## src/rtl/acc_alu_pkg.sv

```systemverilog
package acc_alu_pkg;
  typedef enum logic [3:0] {
    OP_ADD  = 4'd0,
    OP_ADC  = 4'd1,
    OP_SUB  = 4'd2,
    OP_SBC  = 4'd3,
    OP_CMP  = 4'd4,
    OP_AND  = 4'd5,
    OP_OR   = 4'd6,
    OP_XOR  = 4'd7,
    OP_INC  = 4'd8,
    OP_DEC  = 4'd9,
    OP_CPL  = 4'd10,
    OP_SCF  = 4'd11,
    OP_CCF  = 4'd12,
    OP_DAA  = 4'd13
  } alu_op_e;

  localparam int FLG_Z = 3;
  localparam int FLG_N = 2;
  localparam int FLG_H = 1;
  localparam int FLG_C = 0;
endpackage

```

## src/rtl/acc_alu_addsub.sv

```systemverilog
module acc_alu_addsub #(
  parameter int W = 8
) (
  input  logic [W-1:0] a,
  input  logic [W-1:0] b,
  input  logic         cin,
  input  logic         sub,
  output logic [W-1:0] sum,
  output logic         half,
  output logic         carry
);
  localparam int HW = W / 2;

  logic [W:0]  full_w;
  logic [HW:0] low_w;

  always_comb begin
    if (sub) begin
      full_w = {1'b0, a} - {1'b0, b} - {{W{1'b0}}, cin};
      low_w  = {1'b0, a[HW-1:0]} - {1'b0, b[HW-1:0]} - {{HW{1'b0}}, cin};
    end else begin
      full_w = {1'b0, a} + {1'b0, b} + {{W{1'b0}}, cin};
      low_w  = {1'b0, a[HW-1:0]} + {1'b0, b[HW-1:0]} + {{HW{1'b0}}, cin};
    end
    sum   = full_w[W-1:0];
    carry = full_w[W];
    half  = low_w[HW];
  end
endmodule

```

## src/rtl/acc_alu_logic.sv

```systemverilog
module acc_alu_logic #(
  parameter int W = 8
) (
  input  logic [W-1:0] a,
  input  logic [W-1:0] b,
  input  logic [1:0]   sel,
  output logic [W-1:0] y
);
  always_comb begin
    case (sel)
      2'd0:    y = a & b;
      2'd1:    y = a | b;
      2'd2:    y = a ^ b;
      default: y = ~a;
    endcase
  end
endmodule

```

## src/rtl/acc_alu_decadj.sv

```systemverilog
module acc_alu_decadj #(
  parameter int W = 8
) (
  input  logic [W-1:0] a,
  input  logic         n_in,
  input  logic         h_in,
  input  logic         c_in,
  output logic [W-1:0] y,
  output logic         c_out
);
  localparam int HW = W / 2;
  localparam logic [W-1:0] LO_FIX = W'(6);
  localparam logic [W-1:0] HI_FIX = W'(6) << HW;
  localparam logic [W-1:0] LO_MAX = W'(9);
  localparam logic [W-1:0] TOP_MAX = (W'(9) << HW) | W'(9);

  logic [W-1:0] fix;

  always_comb begin
    fix   = '0;
    c_out = c_in;
    if (!n_in) begin
      if (h_in || ({{HW{1'b0}}, a[HW-1:0]} > LO_MAX)) fix = fix | LO_FIX;
      if (c_in || (a > TOP_MAX)) begin
        fix   = fix | HI_FIX;
        c_out = 1'b1;
      end
      y = a + fix;
    end else begin
      if (h_in) fix = fix | LO_FIX;
      if (c_in) fix = fix | HI_FIX;
      y = a - fix;
    end
  end
endmodule

```

## src/rtl/acc_alu.sv

```systemverilog
module acc_alu #(
  parameter int W = 8
) (
  input  logic         clk,
  input  logic         rst,
  input  logic [3:0]   op,
  input  logic [W-1:0] acc_in,
  input  logic [W-1:0] opnd_in,
  input  logic         carry_in,
  input  logic [3:0]   flags_in,
  output logic [W-1:0] result,
  output logic         wr_en,
  output logic [3:0]   flags_out
);
  import acc_alu_pkg::*;

  logic         is_sub, use_one, as_cin;
  logic [W-1:0] as_b, as_sum, lg_y, da_y;
  logic         as_h, as_c, da_c;
  logic [1:0]   lg_sel;
  logic [W-1:0] nxt_res;
  logic         nxt_wr;
  logic [3:0]   nxt_flg;

  always_comb begin
    is_sub  = (op == OP_SUB) || (op == OP_SBC) || (op == OP_CMP) || (op == OP_DEC);
    use_one = (op == OP_INC) || (op == OP_DEC);
    as_b    = use_one ? W'(1) : opnd_in;
    as_cin  = ((op == OP_ADC) || (op == OP_SBC)) ? carry_in : 1'b0;
    case (op)
      OP_AND:  lg_sel = 2'd0;
      OP_OR:   lg_sel = 2'd1;
      OP_XOR:  lg_sel = 2'd2;
      default: lg_sel = 2'd3;
    endcase
  end

  acc_alu_addsub #(.W(W)) u_addsub (
    .a(acc_in), .b(as_b), .cin(as_cin), .sub(is_sub),
    .sum(as_sum), .half(as_h), .carry(as_c)
  );

  acc_alu_logic #(.W(W)) u_logic (
    .a(acc_in), .b(opnd_in), .sel(lg_sel), .y(lg_y)
  );

  acc_alu_decadj #(.W(W)) u_decadj (
    .a(acc_in), .n_in(flags_in[FLG_N]), .h_in(flags_in[FLG_H]),
    .c_in(flags_in[FLG_C]), .y(da_y), .c_out(da_c)
  );

  always_comb begin
    nxt_res = acc_in;
    nxt_wr  = 1'b0;
    nxt_flg = flags_in;
    case (op)
      OP_ADD, OP_ADC: begin
        nxt_res = as_sum;
        nxt_wr  = 1'b1;
        nxt_flg = {as_sum == '0, 1'b0, as_h, as_c};
      end
      OP_SUB, OP_SBC: begin
        nxt_res = as_sum;
        nxt_wr  = 1'b1;
        nxt_flg = {as_sum == '0, 1'b1, as_h, as_c};
      end
      OP_CMP: nxt_flg = {as_sum == '0, 1'b1, as_h, as_c};
      OP_AND, OP_OR, OP_XOR: begin
        nxt_res = lg_y;
        nxt_wr  = 1'b1;
        nxt_flg = {lg_y == '0, 1'b0, op == OP_AND, 1'b0};
      end
      OP_INC, OP_DEC: begin
        nxt_res = as_sum;
        nxt_wr  = 1'b1;
        nxt_flg = {as_sum == '0, op == OP_DEC, as_h, flags_in[FLG_C]};
      end
      OP_CPL: begin
        nxt_res = lg_y;
        nxt_wr  = 1'b1;
        nxt_flg = {flags_in[FLG_Z], 1'b1, 1'b1, flags_in[FLG_C]};
      end
      OP_SCF: nxt_flg = {flags_in[FLG_Z], 1'b0, 1'b0, 1'b1};
      OP_CCF: nxt_flg = {flags_in[FLG_Z], 1'b0, 1'b0, ~flags_in[FLG_C]};
      OP_DAA: begin
        nxt_res = da_y;
        nxt_wr  = 1'b1;
        nxt_flg = {da_y == '0, flags_in[FLG_N], 1'b0, da_c};
      end
      default: ;
    endcase
  end

  always_ff @(posedge clk) begin
    if (rst) begin
      result    <= '0;
      wr_en     <= 1'b0;
      flags_out <= 4'h0;
    end else begin
      result    <= nxt_res;
      wr_en     <= nxt_wr;
      flags_out <= nxt_flg;
    end
  end
endmodule

```

## config.mk

```make
export PLATFORM = sky130hd
export DESIGN_NAME = acc_alu
export DESIGN_NICKNAME = d
export VERILOG_FILES = /design/src/rtl/acc_alu_pkg.sv /design/src/rtl/acc_alu_addsub.sv /design/src/rtl/acc_alu_logic.sv /design/src/rtl/acc_alu_decadj.sv /design/src/rtl/acc_alu.sv
export SDC_FILE = /design/constraint.sdc
export NUM_CORES = 1
export LEC_CHECK = 0
export BUFFER_PORTS_ARGS = -buffer_cell sky130_fd_sc_hd__buf_2
export CORE_UTILIZATION = 50
export DETAILED_ROUTE_END_ITERATION = 10
export GPL_ROUTABILITY_DRIVEN = 0
export GPL_TIMING_DRIVEN = 0
export PLACE_DENSITY = 0.74
export SYNTH_ARGS = -nofsm -noshare
export SYNTH_HDL_FRONTEND = slang
export SYNTH_HIERARCHICAL = 1
export SYNTH_SLANG_ARGS = --single-unit
```

## constraint.sdc

```tcl
create_clock -name clk -period 3.15 [get_ports clk]
set_input_delay 0.1575 -clock clk [delete_from_list [all_inputs] [get_ports clk]]
set_output_delay 0.1575 -clock clk [all_outputs]
set_load 0.05 [all_outputs]
```

==> flow_summary.json <==
{
  "synth_edf_count": 0,
  "cts_root_buf": "clkbuf_8",
  "powerDensity_nw_per_um2": 307,
  "ff_latch_area_um2": 260,
  "syn_nets": 424,
  "clockBufferDepth": 2,
  "synth_top_family_by_area": "adder cells",
  "hold_class": "in2reg",
  "grt_overflow": 0,
  "synthCells": 347,
  "io_buffers": 38,
  "antenna_left": 0,
  "grt_max_degree": 14,
  "yosys.area_share.simple_pct": 17.8,
  "synth_top_area_share_pct": 20.7,
  "worstPathMaxFanout": 10,
  "ios": 40,
  "synthXorXnorAreaFrac_pct": 5.36,
  "fp.coreArea_um2": 5240,
  "synth_seq_cells": 13,
  "placedCellCount": 455,
  "wl_mm": 7.28,
  "drc": 0,
  "placed_area_um2": 3050,
  "use_met3_pct": 3.71,
  "vias": 2723,
  "finalNetCount": 474,
  "multi_input_area_um2": 2280,
  "dr.first_iter.drc_count": 218,
  "use_met1_pct": 30.0,
  "first_pass_iters": 5,
  "max_freq_mhz": 331,
  "drive_above_1_share_pct": 25.5,
  "layout_common_cells": "55 x inv_1, 44 x ha_1, 42 x buf_2",
  "ys_seq_area_share_pct": 9.37,
  "slew_headroom_pct": 64.5,
  "diodes": 0,
  "worst_slew_pin_slew_ns": 0.525,
  "synth_fa_ha_area_share_pct": 23.6,
  "drt-vias-per-instance": 5.84,
  "synthTopCellsByArea": "ha_1 21%, dfxtp_1 9.4%, inv_1 7.4%",
  "peakVddDrop_mv": 0.237,
  "cts_sinks": 13,
  "netlist.top_cell.by_area": "ha_1",
  "instances_no_fill": 466,
  "grt_pass1_vias": 2607,
  "die_w_um": 76.5,
  "post-route-period-util_pct": 95.9,
  "async_flop_share_pct": 0,
  "cts_hold_buf": 0,
  "finalMaxSlewViolations": 0,
  "layout_commonest_cell": "inv_1",
  "area_growth_pct": 17.3,
  "synth_area_um2": 2780,
  "cap_violations": 0,
  "start_util_pct": 53.0,
  "synth_mux_area_share_pct": 10.2,
  "ys.flop_type": "dfxtp_1",
  "syn_avg_cell_area_um2": 8.00,
  "nFillCells": 475,
  "hold_viol": 0,
  "synth_compound_area_share_pct": 21.8,
  "worstPathRequired_ns": 3.33,
  "dp_hpwl_mm": 5.65,
  "crit_path_end_kind": "flop",
  "die_area_um2": 5850,
  "grtUsageTotal_pct": 24.8,
  "die_h_um": 76.5,
  "wl_per_cell_um": 15.6,
  "start_kind": "input pin",
  "outcome": "finished clean",
  "grt_use_met2_pct": 44.6,
  "antenna_found_initial": 0,
  "leakagePower_nw": 1.57,
  "cts_tree": "built",
  "clk_pin_slew_ns": 0.06,
  "crit_type": "in2reg",
  "arrival_ns": 3.20,
  "fin_area_um2": 3260,
  "fin_crit_ns": 3.02,
  "yosysUniqueCellTypes": 59,
  "grt_first_pass_wirelength_mm": 11.8,
  "cts_buffers": 3,
  "top_usage_layer": "met2",
  "cts.htree.levels": 1,
  "rows": 26,
  "yosys_warnings": 6,
  "setup_viol": 0
}
critical path: stages:
cell and delay [ns]:
buf_2 0.13, buf_6 0.13, buf_8 0.13, nor2_4 0.19, nor2b_1 0.09, ha_1 0.36
inv_1 0.20, ha_4 0.25, a21oi_2 0.21, o21ai_2 0.10, buf_4 0.14, o41ai_1 0.44
xnor2_1 0.12, a21oi_1 0.27, nand3b_1 0.12, a21oi_1 0.14
cells in the mapped netlist (3+ instances only):
| library cell | instances |
|---|---|
| nor3_1 | 10 |
| a222oi_1 | 7 |
| or2_2 | 4 |
| mux2i_1 | 8 |
| nor2_1 | 25 |
| fa_1 | 4 |
| nor2b_4 | 3 |
| buf_2 | 6 |
| mux4_2 | 8 |
| nor4_1 | 6 |
| xnor2_1 | 15 |
| dfxtp_1 | 13 |
| clkbuf_1 | 4 |
| nand2b_1 | 3 |
| a21o_1 | 4 |
| inv_1 | 55 |
| a21oi_1 | 20 |
| nand2_1 | 15 |
| o21a_1 | 3 |
| buf_6 | 5 |
| a211oi_1 | 9 |
| o41ai_1 | 3 |
| ha_1 | 46 |
| o21ai_0 | 12 |
| nor2b_1 | 14 |
| a31oi_1 | 3 |
final timing paths:
path                   from                      end  slack (ns)  cells past startpoint
worst max-delay path  op[1]  flags_out[0]$_SDFF_PP0_        0.13                     16
worst min-delay path    rst         wr_en$_SDFF_PP0_        0.11                      2
cell type report:
class | count | area share, %
clock buffer | 4 | 1.38
multi-input combinational | 260 | 70.0
buffer | 16 | 3.73
tap | 70 | 2.69
sequential | 13 | 7.99
timing repair buffer | 45 | 7.45
inverter | 58 | 6.76
flip-flops by register name (all words and copies together), names as in the netlist:
register,flops
wr_en,1
result,8
flags_out,4
routing by layer:
layer	up-vias	share of wire, %
met1	1293	42
met5	-	0
met2	92	50
met3	16	5.4
met4	0	1.9
li1	1322	-
repair_timing:
item                                   CTS  global route
setup endpoints to repair                5             5
endpoints found under the hold margin    0             0
setup buffers                            2             5
pin swaps                                1             9
resized for setup                       11            14
per-stage QoR:
step / setup slack, ns / power [W] / utilization, % / TNS, ns / hold WS (ns)
after global routing: -0.0147 / 0.00107 / 62.2 / -0.0252 / 0.128
final: 0.130 / 0.00100 / 62.2 / 0 / 0.107
after CTS: 0.0135 / 0.000961 / 60.2 / 0 / 0.115
after floorplan: 0.0938 / 0.000645 / - / 0 / 0.229
after detailed placement: -0.787 / 0.000793 / 58.3 / -3.35 / 0.369
after global placement: -0.759 / 0.000779 / 58.3 / -3.39 / 0.366
power by group:
| group | internal, W | switching [W] | leakage, nW | total, W |
|---|---|---|---|---|
| clock network | 0.0000896 | 0.0000636 | 0.0228 | 0.000153 |
| registers | 0.000181 | 0.00000333 | 0.108 | 0.000184 |
| logic | 0.000269 | 0.000393 | 1.44 | 0.000662 |
| total | 0.000540 | 0.000460 | 1.57 | 0.00100 |
logic make-up (layout without fill, tap and decap cells):
| family | count (synthesis) | after routing |
|---|---|---|
| compound gates | 83 | 83 |
| xor+xnor | 17 | 17 |
| fa+ha+maj | 50 | 50 |
| buf+inv | 74 | 123 |
| flops | 13 | 13 |
| mux | 18 | 18 |
| simple gates | 92 | 92 |
No activity file was read; power rests on OpenSTA's default activity.
